$ cat src/rtl/pil_res_pkg.sv
package pil_res_pkg;

   // Next-state action chosen by the resolver each cycle
   typedef enum logic [1:0] {
      ACT_HOLD  = 2'd0,
      ACT_CLEAR = 2'd1,
      ACT_RAISE = 2'd2
   } pil_act_e;

endpackage

$ cat src/rtl/pil_pend_merge.sv
module pil_pend_merge #(
   parameter int LVL_N     = 16,
   parameter int SOFT_W    = 17,
   parameter int TICK_BIT  = 0,
   parameter int STICK_BIT = 16,
   parameter int FOLD_LVL  = 14
) (
   input  logic [LVL_N-1:0]  ext_lvl,
   input  logic [SOFT_W-1:0] soft_int,
   output logic [LVL_N-1:0]  pend
);

   logic timer_hit;
   assign timer_hit = soft_int[TICK_BIT] | soft_int[STICK_BIT];

   for (genvar g = 0; g < LVL_N; g++) begin : g_bit
      logic soft_part;
      if (g < SOFT_W && g != TICK_BIT && g != STICK_BIT) begin : g_soft
         assign soft_part = soft_int[g];
      end else begin : g_nosoft
         assign soft_part = 1'b0;
      end
      if (g == FOLD_LVL) begin : g_fold
         assign pend[g] = ext_lvl[g] | soft_part | timer_hit;
      end else begin : g_plain
         assign pend[g] = ext_lvl[g] | soft_part;
      end
   end

endmodule

$ cat src/rtl/pil_above_mask.sv
module pil_above_mask #(
   parameter int LVL_N = 16,
   parameter int LVL_W = 4
) (
   input  logic [LVL_W-1:0] cur_lvl,
   output logic [LVL_N-1:0] above
);

   for (genvar g = 0; g < LVL_N; g++) begin : g_cmp
      assign above[g] = (cur_lvl < LVL_W'(g));
   end

endmodule

$ cat src/rtl/pil_prio_scan.sv
module pil_prio_scan #(
   parameter int LVL_N     = 16,
   parameter int LVL_W     = 4,
   parameter bit SCAN_TREE = 1'b1
) (
   input  logic [LVL_N-1:0] req,
   output logic             found,
   output logic [LVL_W-1:0] idx
);

   assign found = |req;

   if (SCAN_TREE) begin : g_onehot
      logic [LVL_N-1:0] top_oh;
      for (genvar g = 0; g < LVL_N; g++) begin : g_iso
         if (g == LVL_N-1) begin : g_msb
            assign top_oh[g] = req[g];
         end else begin : g_lower
            assign top_oh[g] = req[g] & ~(|req[LVL_N-1:g+1]);
         end
      end
      always_comb begin
         idx = '0;
         for (int i = 0; i < LVL_N; i++) begin
            if (top_oh[i]) idx = idx | LVL_W'(i);
         end
      end
   end else begin : g_linear
      always_comb begin
         idx = '0;
         for (int i = 0; i < LVL_N; i++) begin
            if (req[i]) idx = LVL_W'(i);
         end
      end
   end

   // the chosen index is a set bit and nothing above it is set
   always_comb begin
      if (found) begin
         scan_pick_chk: assert (req[idx] && ((req >> idx) == 1));
      end
   end

endmodule

$ cat src/rtl/pil_resolver.sv
module pil_resolver #(
   parameter int LVL_N     = 16,
   parameter int TT_W      = 9,
   parameter int TT_BASE   = 64,
   parameter int SOFT_W    = 17,
   parameter int TICK_BIT  = 0,
   parameter int STICK_BIT = 16,
   parameter int FOLD_LVL  = 14,
   parameter bit SCAN_TREE = 1'b1,
   localparam int LVL_W    = $clog2(LVL_N)
) (
   input  logic              clk,
   input  logic              rst,
   input  logic [LVL_N-1:0]  ext_lvl,
   input  logic [SOFT_W-1:0] soft_int,
   input  logic [LVL_W-1:0]  cur_lvl,
   input  logic              int_en,
   input  logic              tl_nz,
   input  logic [TT_W-1:0]   cur_tt,
   input  logic              vec_busy,
   output logic              irq_req,
   output logic [TT_W-1:0]   trap_type
);

   import pil_res_pkg::*;

   localparam logic [TT_W-1:0]       BASE_V  = TT_W'(TT_BASE);
   localparam logic [TT_W-LVL_W-1:0] BASE_HI = BASE_V[TT_W-1:LVL_W];

   // elaboration-time parameter checks
   if ((1 << LVL_W) != LVL_N) begin : g_chk_pow2
      $error("LVL_N must be a power of two");
   end
   if ((TT_BASE % LVL_N) != 0) begin : g_chk_align
      $error("TT_BASE must be aligned to LVL_N");
   end
   if (TT_BASE + LVL_N > (1 << TT_W)) begin : g_chk_fit
      $error("trap types do not fit in TT_W bits");
   end
   if (FOLD_LVL >= LVL_N || FOLD_LVL < 1) begin : g_chk_fold
      $error("FOLD_LVL out of range");
   end
   if (TICK_BIT >= SOFT_W || STICK_BIT >= SOFT_W || TICK_BIT == STICK_BIT) begin : g_chk_tmr
      $error("timer-match bit positions invalid");
   end

   logic [LVL_N-1:0] pend;
   logic [LVL_N-1:0] above;
   logic [LVL_N-1:0] masked;
   logic             found;
   logic [LVL_W-1:0] idx;
   logic [TT_W-1:0]  cand_tt;
   logic             grp_hit;
   logic             nest_block;
   pil_act_e         act;
   logic             req_q;
   logic [TT_W-1:0]  tt_q;

   pil_pend_merge #(
      .LVL_N(LVL_N), .SOFT_W(SOFT_W), .TICK_BIT(TICK_BIT),
      .STICK_BIT(STICK_BIT), .FOLD_LVL(FOLD_LVL)
   ) u_merge (
      .ext_lvl (ext_lvl),
      .soft_int(soft_int),
      .pend    (pend)
   );

   pil_above_mask #(.LVL_N(LVL_N), .LVL_W(LVL_W)) u_mask (
      .cur_lvl(cur_lvl),
      .above  (above)
   );

   assign masked = pend & above;

   pil_prio_scan #(.LVL_N(LVL_N), .LVL_W(LVL_W), .SCAN_TREE(SCAN_TREE)) u_scan (
      .req  (masked),
      .found(found),
      .idx  (idx)
   );

   assign cand_tt    = {BASE_HI, idx};
   assign grp_hit    = (cur_tt[TT_W-1:LVL_W] == BASE_HI);
   assign nest_block = tl_nz && grp_hit && (cur_tt > cand_tt);

   always_comb begin
      if (vec_busy)              act = ACT_HOLD;
      else if (!found)           act = ACT_CLEAR;
      else if (!int_en)          act = ACT_CLEAR;
      else if (nest_block)       act = ACT_HOLD;
      else if (cand_tt != tt_q)  act = ACT_RAISE;
      else                       act = ACT_HOLD;
   end

   always_ff @(posedge clk) begin
      if (rst) begin
         req_q <= 1'b0;
         tt_q  <= '0;
      end else begin
         case (act)
            ACT_CLEAR: begin
               req_q <= 1'b0;
               tt_q  <= '0;
            end
            ACT_RAISE: begin
               req_q <= 1'b1;
               tt_q  <= cand_tt;
            end
            default: begin
               req_q <= req_q;
               tt_q  <= tt_q;
            end
         endcase
      end
   end

   assign irq_req   = req_q;
   assign trap_type = tt_q;


   idle_zero_chk: assert property (@(posedge clk) disable iff (rst)
      !irq_req |-> (trap_type == '0));


   tt_group_chk: assert property (@(posedge clk) disable iff (rst)
      irq_req |-> (trap_type[TT_W-1:LVL_W] == BASE_HI && trap_type[LVL_W-1:0] != '0));


   busy_hold_chk: assert property (@(posedge clk) disable iff (rst)
      vec_busy |=> ($stable(irq_req) && $stable(trap_type)));


   dis_clear_chk: assert property (@(posedge clk) disable iff (rst)
      (!int_en && !vec_busy) |=> !irq_req);


   top_lvl_chk: assert property (@(posedge clk) disable iff (rst)
      (!vec_busy && cur_lvl == '1) |=> (!irq_req && trap_type == '0));


   nest_hold_chk: assert property (@(posedge clk) disable iff (rst)
      (!vec_busy && int_en && found && nest_block) |=> $stable(trap_type));

endmodule

$ cat config.mk
export PLATFORM = sky130hd
export DESIGN_NAME = pil_resolver
export DESIGN_NICKNAME = d
export VERILOG_FILES = /design/src/rtl/pil_res_pkg.sv /design/src/rtl/pil_pend_merge.sv /design/src/rtl/pil_above_mask.sv /design/src/rtl/pil_prio_scan.sv /design/src/rtl/pil_resolver.sv
export SDC_FILE = /design/constraint.sdc
export NUM_CORES = 1
export LEC_CHECK = 0
export BUFFER_PORTS_ARGS = -buffer_cell sky130_fd_sc_hd__clkbuf_2
export CAP_MARGIN = 10
export CORE_MARGIN = 3
export CORE_UTILIZATION = 35
export CTS_CLUSTER_SIZE = 12
export DETAILED_ROUTE_END_ITERATION = 8
export GPL_TIMING_DRIVEN = 0
export PLACE_DENSITY = 0.69
export SYNTH_ARGS = -nofsm -noshare
export SYNTH_HDL_FRONTEND = slang
export SYNTH_SLANG_ARGS = --single-unit
export TNS_END_PERCENT = 20
$ cat constraint.sdc
create_clock -name clk -period 4.3 [get_ports clk]
set_input_delay 0 -clock clk [delete_from_list [all_inputs] [get_ports clk]]
set_output_delay 0 -clock clk [all_outputs]
set_load 0.03 [all_outputs]
==> impl.org <==
** Status
- Result of the run :: finished clean

** Place
- HPWL reported at the end of detailed placement :: 2.21 mm
- In this run, placement finished with an instance count of between 200 and 250.
- Count of buffers from port buffering :: 54
- Routability-driven placement finished with a final weighted congestion of around 0.73.

** Yosys
- Count of flip-flops with a built-in enable after synthesis :: 0
- Synthesis produced approximately 120 cells.
- Flip-flop cell with the highest count after synthesis :: sky130_fd_sc_hd__dfxtp_1
- Yosys warns :: 0
- Synth async-reset ratio :: 0
- The average instance in the mapped netlist occupies between 7 and 8 µm².
- Number of distinct library cell variants in the gate-level netlist after synthesis :: between 50 and 60
- Sequential cell area fraction in the yosys report :: 0.110
- In this run, synthesis produced a sequential element count of 5.
- The mapped netlist covers approximately 900 µm².

** Route
- The first routing iteration left 32 violations.
- Routed Wire Length :: between 2 and 3 mm
- Dividing the detail-routed wire length by the instance count gives 12.3 µm.
- Remaining antenna violation count after routing :: 0
- Average vias per placed instance :: between 5 and 6
- In the routed design, unresolved DRC markers number 0.
- Via Count :: approximately 1100
- Detailed Routing Iterations Pass 1 :: 4

** Pwr
- Share of power burned in the clock network :: 0.280
- The share of total power dissipated in sequential elements is 0.252.
- The share of total power dissipated in combinational logic is 0.468.
- Summed over all cells, the static leakage comes to between 0.6 and 0.7 nW.
- Dividing total power by cell area gives a power density of about 160 nW/µm².
- For this design the total switching power over the nets is between 70 and 80 µW.
- Switching power as a share of total power :: 0.364
- Post-route total power :: approximately 200 µW
- Int Pwr :: 127 µW
- Worst ir drop on vdd :: roughly 200 µV

** Timing
- Fin Clk Skew :: about 0.0043 ns
- Setup violation total in the final timing report :: 0
- In the final timing run, aggregate negative setup slack is 0 ns.
- The clock period could shrink to between 3 and 4 ns.
- Number of hold-slack violations in the final timing report :: 0
- F_max :: around 280 MHz
- At the pin with the least slew margin, the transition time is between 0.7 and 0.8 ns.
- Measured against its own limit, the worst slew margin works out to 0.486.
- Unrepaired setup endpoints after global routing :: no
- Slew Limit Fails :: 0
- Dividing the final minimum period by the clock period gives 0.839.

** Clock network
- Total clock sinks :: 5
- Post-CTS Repair Setup Buffers :: 0
- Count of cells resized by post-cts repair :: 0
- Clock-pin slew was measured on the worst setup and hold paths at about 0.050 ns.
- Clk_lat worst skew :: 0.25 ns
- The clock passes through at most 2 buffers.
- The tree is rooted in a sky130_fd_sc_hd__clkbuf_4.
- In this run the number of H-tree levels came out at 1.
- Buffers inserted during clock tree synthesis total 3.
- CTS tree :: built
- Buffers inserted to repair hold after CTS numbered 1.

** Setup path
- Together, buffers and inverters on the worst path number 2.
- Reg2Reg Capture Point :: trap_type[3]$_SDFFE_PP0P_
- Data arrives at the worst endpoint at 3.79 ns.
- Cells along the critical path :: clkbuf_2, or4_1, or3_1, a2111oi_2, o31ai_1, nand2_1, inv_1, ha_1, nor2b_1, o21a_1, o21a_1, o2111ai_1, nand4b_1, a31oi_1, ha_1, nor2b_1, nand2b_1, a21oi_1
- Crit-path leading delay family :: simple AND/OR/NAND/NOR gates
- In this run the worst path has a maximum fanout of 6.
- STA classifies the critical path startpoint as an input port.
- Slowest stage delay, CP :: between 0.4 and 0.5 ns
- STA puts the critical path data required time at 4.48 ns.
- STA classifies the critical path endpoint as a flop.
- The startpoint identified for the worst register-to-register timing path is trap_type[3]$_SDFFE_PP0P_.
- Counting cells, the worst reg-to-reg path comes to 8.
- Worst setup path category :: in2reg
- Setup slack on the worst reg-to-reg path comes out at around 1.9 ns.
- Critical-path cell with the highest stage delay :: sky130_fd_sc_hd__or4_1

** Finish
- Fraction of layout instances using a drive strength above 1 :: 0.430
- The finished layout holds 207 standard cells, fillers aside.
- Flip-flop count of the largest register, all copies and words added :: 5
- 0 antenna diodes ended up in the layout.
- Number of nets in the layout :: 237
- Most frequent cells in the layout :: 54 x sky130_fd_sc_hd__clkbuf_2, 19 x sky130_fd_sc_hd__nor2_1, 6 x sky130_fd_sc_hd__buf_4, 6 x sky130_fd_sc_hd__ha_1
- Relative to the synthesized area, the layout overhead comes to 39.0%.
- Leaving out fill and tap cells, the most frequent cell in the layout is sky130_fd_sc_hd__clkbuf_2.

** Die
- The floorplan step set the die height to approximately 57 µm.
- In this run the standard cell core region covers 2340 µm².
- The floorplan step set the die width to about 57 µm.
- Initial cell density of the core :: 0.387
- The floorplan has 17 rows.
- For this design the top-level I/O count stands at between 60 and 70.
- Overall die area :: between 3000 and 4000 µm²

** Worst hold path
- HP Start :: vec_busy
- The path with the worst hold slack has its endpoint at trap_type[6]$_SDFFE_PP0P_.
- Counting instances, the worst hold path has a depth of 5.
- The path class of the tightest hold or removal check is in2reg.

** Global route
- Wire length of the first global-routing pass :: roughly 4.2 mm
- Total grt overflow :: 0
- Entering global routing, the biggest net connects 11 pins.
- Initial antenna violation count :: 0
- Number of global-route vias before repair :: between 1000 and 1500
- GRT Resource Usage Total :: 0.159

** Job
- Max_cap viols :: 0
area by class of cell:
cell class / count / area, µm²
Fill cell: 222 / 1080
Multi-Input combinational cell: 103 / 737
Timing Repair Buffer: 55 / 280
Sequential cell: 5 / 100
Buffer: 9 / 68.8
Tap cell: 28 / 35.0
Clock buffer: 4 / 26.3
Inverter: 3 / 11.3
how the worst max path moves through the flow:
stage                    start                   endpoint  slack [ns]  cells past startpoint
global placement    cur_lvl[3]  trap_type[3]$_SDFFE_PP0P_        0.55                     18
CTS                 cur_lvl[3]  trap_type[3]$_SDFFE_PP0P_        0.69                     18
floorplan           cur_lvl[2]  trap_type[3]$_SDFFE_PP0P_        0.94                     17
finish              cur_lvl[3]  trap_type[3]$_SDFFE_PP0P_        0.69                     18
detailed placement  cur_lvl[3]  trap_type[3]$_SDFFE_PP0P_        0.44                     18
global route        cur_lvl[3]  trap_type[3]$_SDFFE_PP0P_        0.42                     18
worst reg2reg max path, stage by stage, from the launching register on:
cell and delay, ns:
sky130_fd_sc_hd__dfxtp_1 0.35, sky130_fd_sc_hd__or3b_1 0.40, sky130_fd_sc_hd__a2111oi_2 0.31, sky130_fd_sc_hd__o22a_1 0.20, sky130_fd_sc_hd__a31oi_1 0.12, sky130_fd_sc_hd__ha_1 0.39
sky130_fd_sc_hd__nor2b_1 0.32, sky130_fd_sc_hd__nand2b_1 0.10, sky130_fd_sc_hd__a21oi_1 0.13
cell families after synthesis:
group / synth area share
DFF: 0.111
AOI/OAI and AO/OA: 0.352
muxes: 0.0111
and+or+nand+nor: 0.330
buffers and inverters: 0.0884
adders and majority gates: 0.0939
other: 0.00414
xor gates and xnor gates: 0.00967
metal layers:
layer,wire length (µm),global-route usage,up-vias
met5,0,0,-
met4,11,0.0364,0
met3,166,0.0414,2
met2,1270,0.274,39
met1,1100,0.196,483
li1,-,-,568
power by group through the flow:
stage / clock network, mW / logic (mW) / registers (mW)
after floorplan: 0 / 0.0536 / 0.0541
after global placement: 0 / 0.0895 / 0.0508
after detailed placement: 0 / 0.0921 / 0.0510
after CTS: 0.0579 / 0.0932 / 0.0502
after global routing: 0.0635 / 0.103 / 0.0503
final: 0.0559 / 0.0933 / 0.0503
synth_stat cells (2+ instances only):
library cell / count / area [µm²]
sky130_fd_sc_hd__nand2_1: 5 / 18.8
sky130_fd_sc_hd__a21oi_1: 4 / 20.0
sky130_fd_sc_hd__or3b_1: 2 / 17.5
sky130_fd_sc_hd__inv_1: 3 / 11.3
sky130_fd_sc_hd__or2_1: 2 / 12.5
sky130_fd_sc_hd__a211oi_1: 2 / 15.0
sky130_fd_sc_hd__buf_4: 6 / 45.0
sky130_fd_sc_hd__ha_1: 6 / 75.1
sky130_fd_sc_hd__nor2_1: 19 / 71.3
sky130_fd_sc_hd__nand4_1: 3 / 18.8
sky130_fd_sc_hd__o21bai_1: 2 / 15.0
sky130_fd_sc_hd__nor2b_1: 3 / 18.8
sky130_fd_sc_hd__a22oi_1: 3 / 22.5
sky130_fd_sc_hd__o31ai_1: 3 / 22.5
sky130_fd_sc_hd__o211ai_1: 2 / 15.0
sky130_fd_sc_hd__a2111oi_2: 2 / 30.0
sky130_fd_sc_hd__o21a_1: 2 / 15.0
sky130_fd_sc_hd__o21ai_0: 4 / 20.0
sky130_fd_sc_hd__dfxtp_1: 5 / 100
metrics by stage:
stage                     setup WS, ns   util  area, µm²  hold WS (ns)
after detailed placement         0.440  0.522       1220         0.243
after global placement           0.550  0.522       1220         0.237
final                            0.693  0.538       1260         0.260
after CTS                        0.692  0.538       1260         0.263
after global routing             0.418  0.538       1260         0.277
after floorplan                  0.942      -        917        0.0691
No activity file was read; power rests on OpenSTA's default activity.
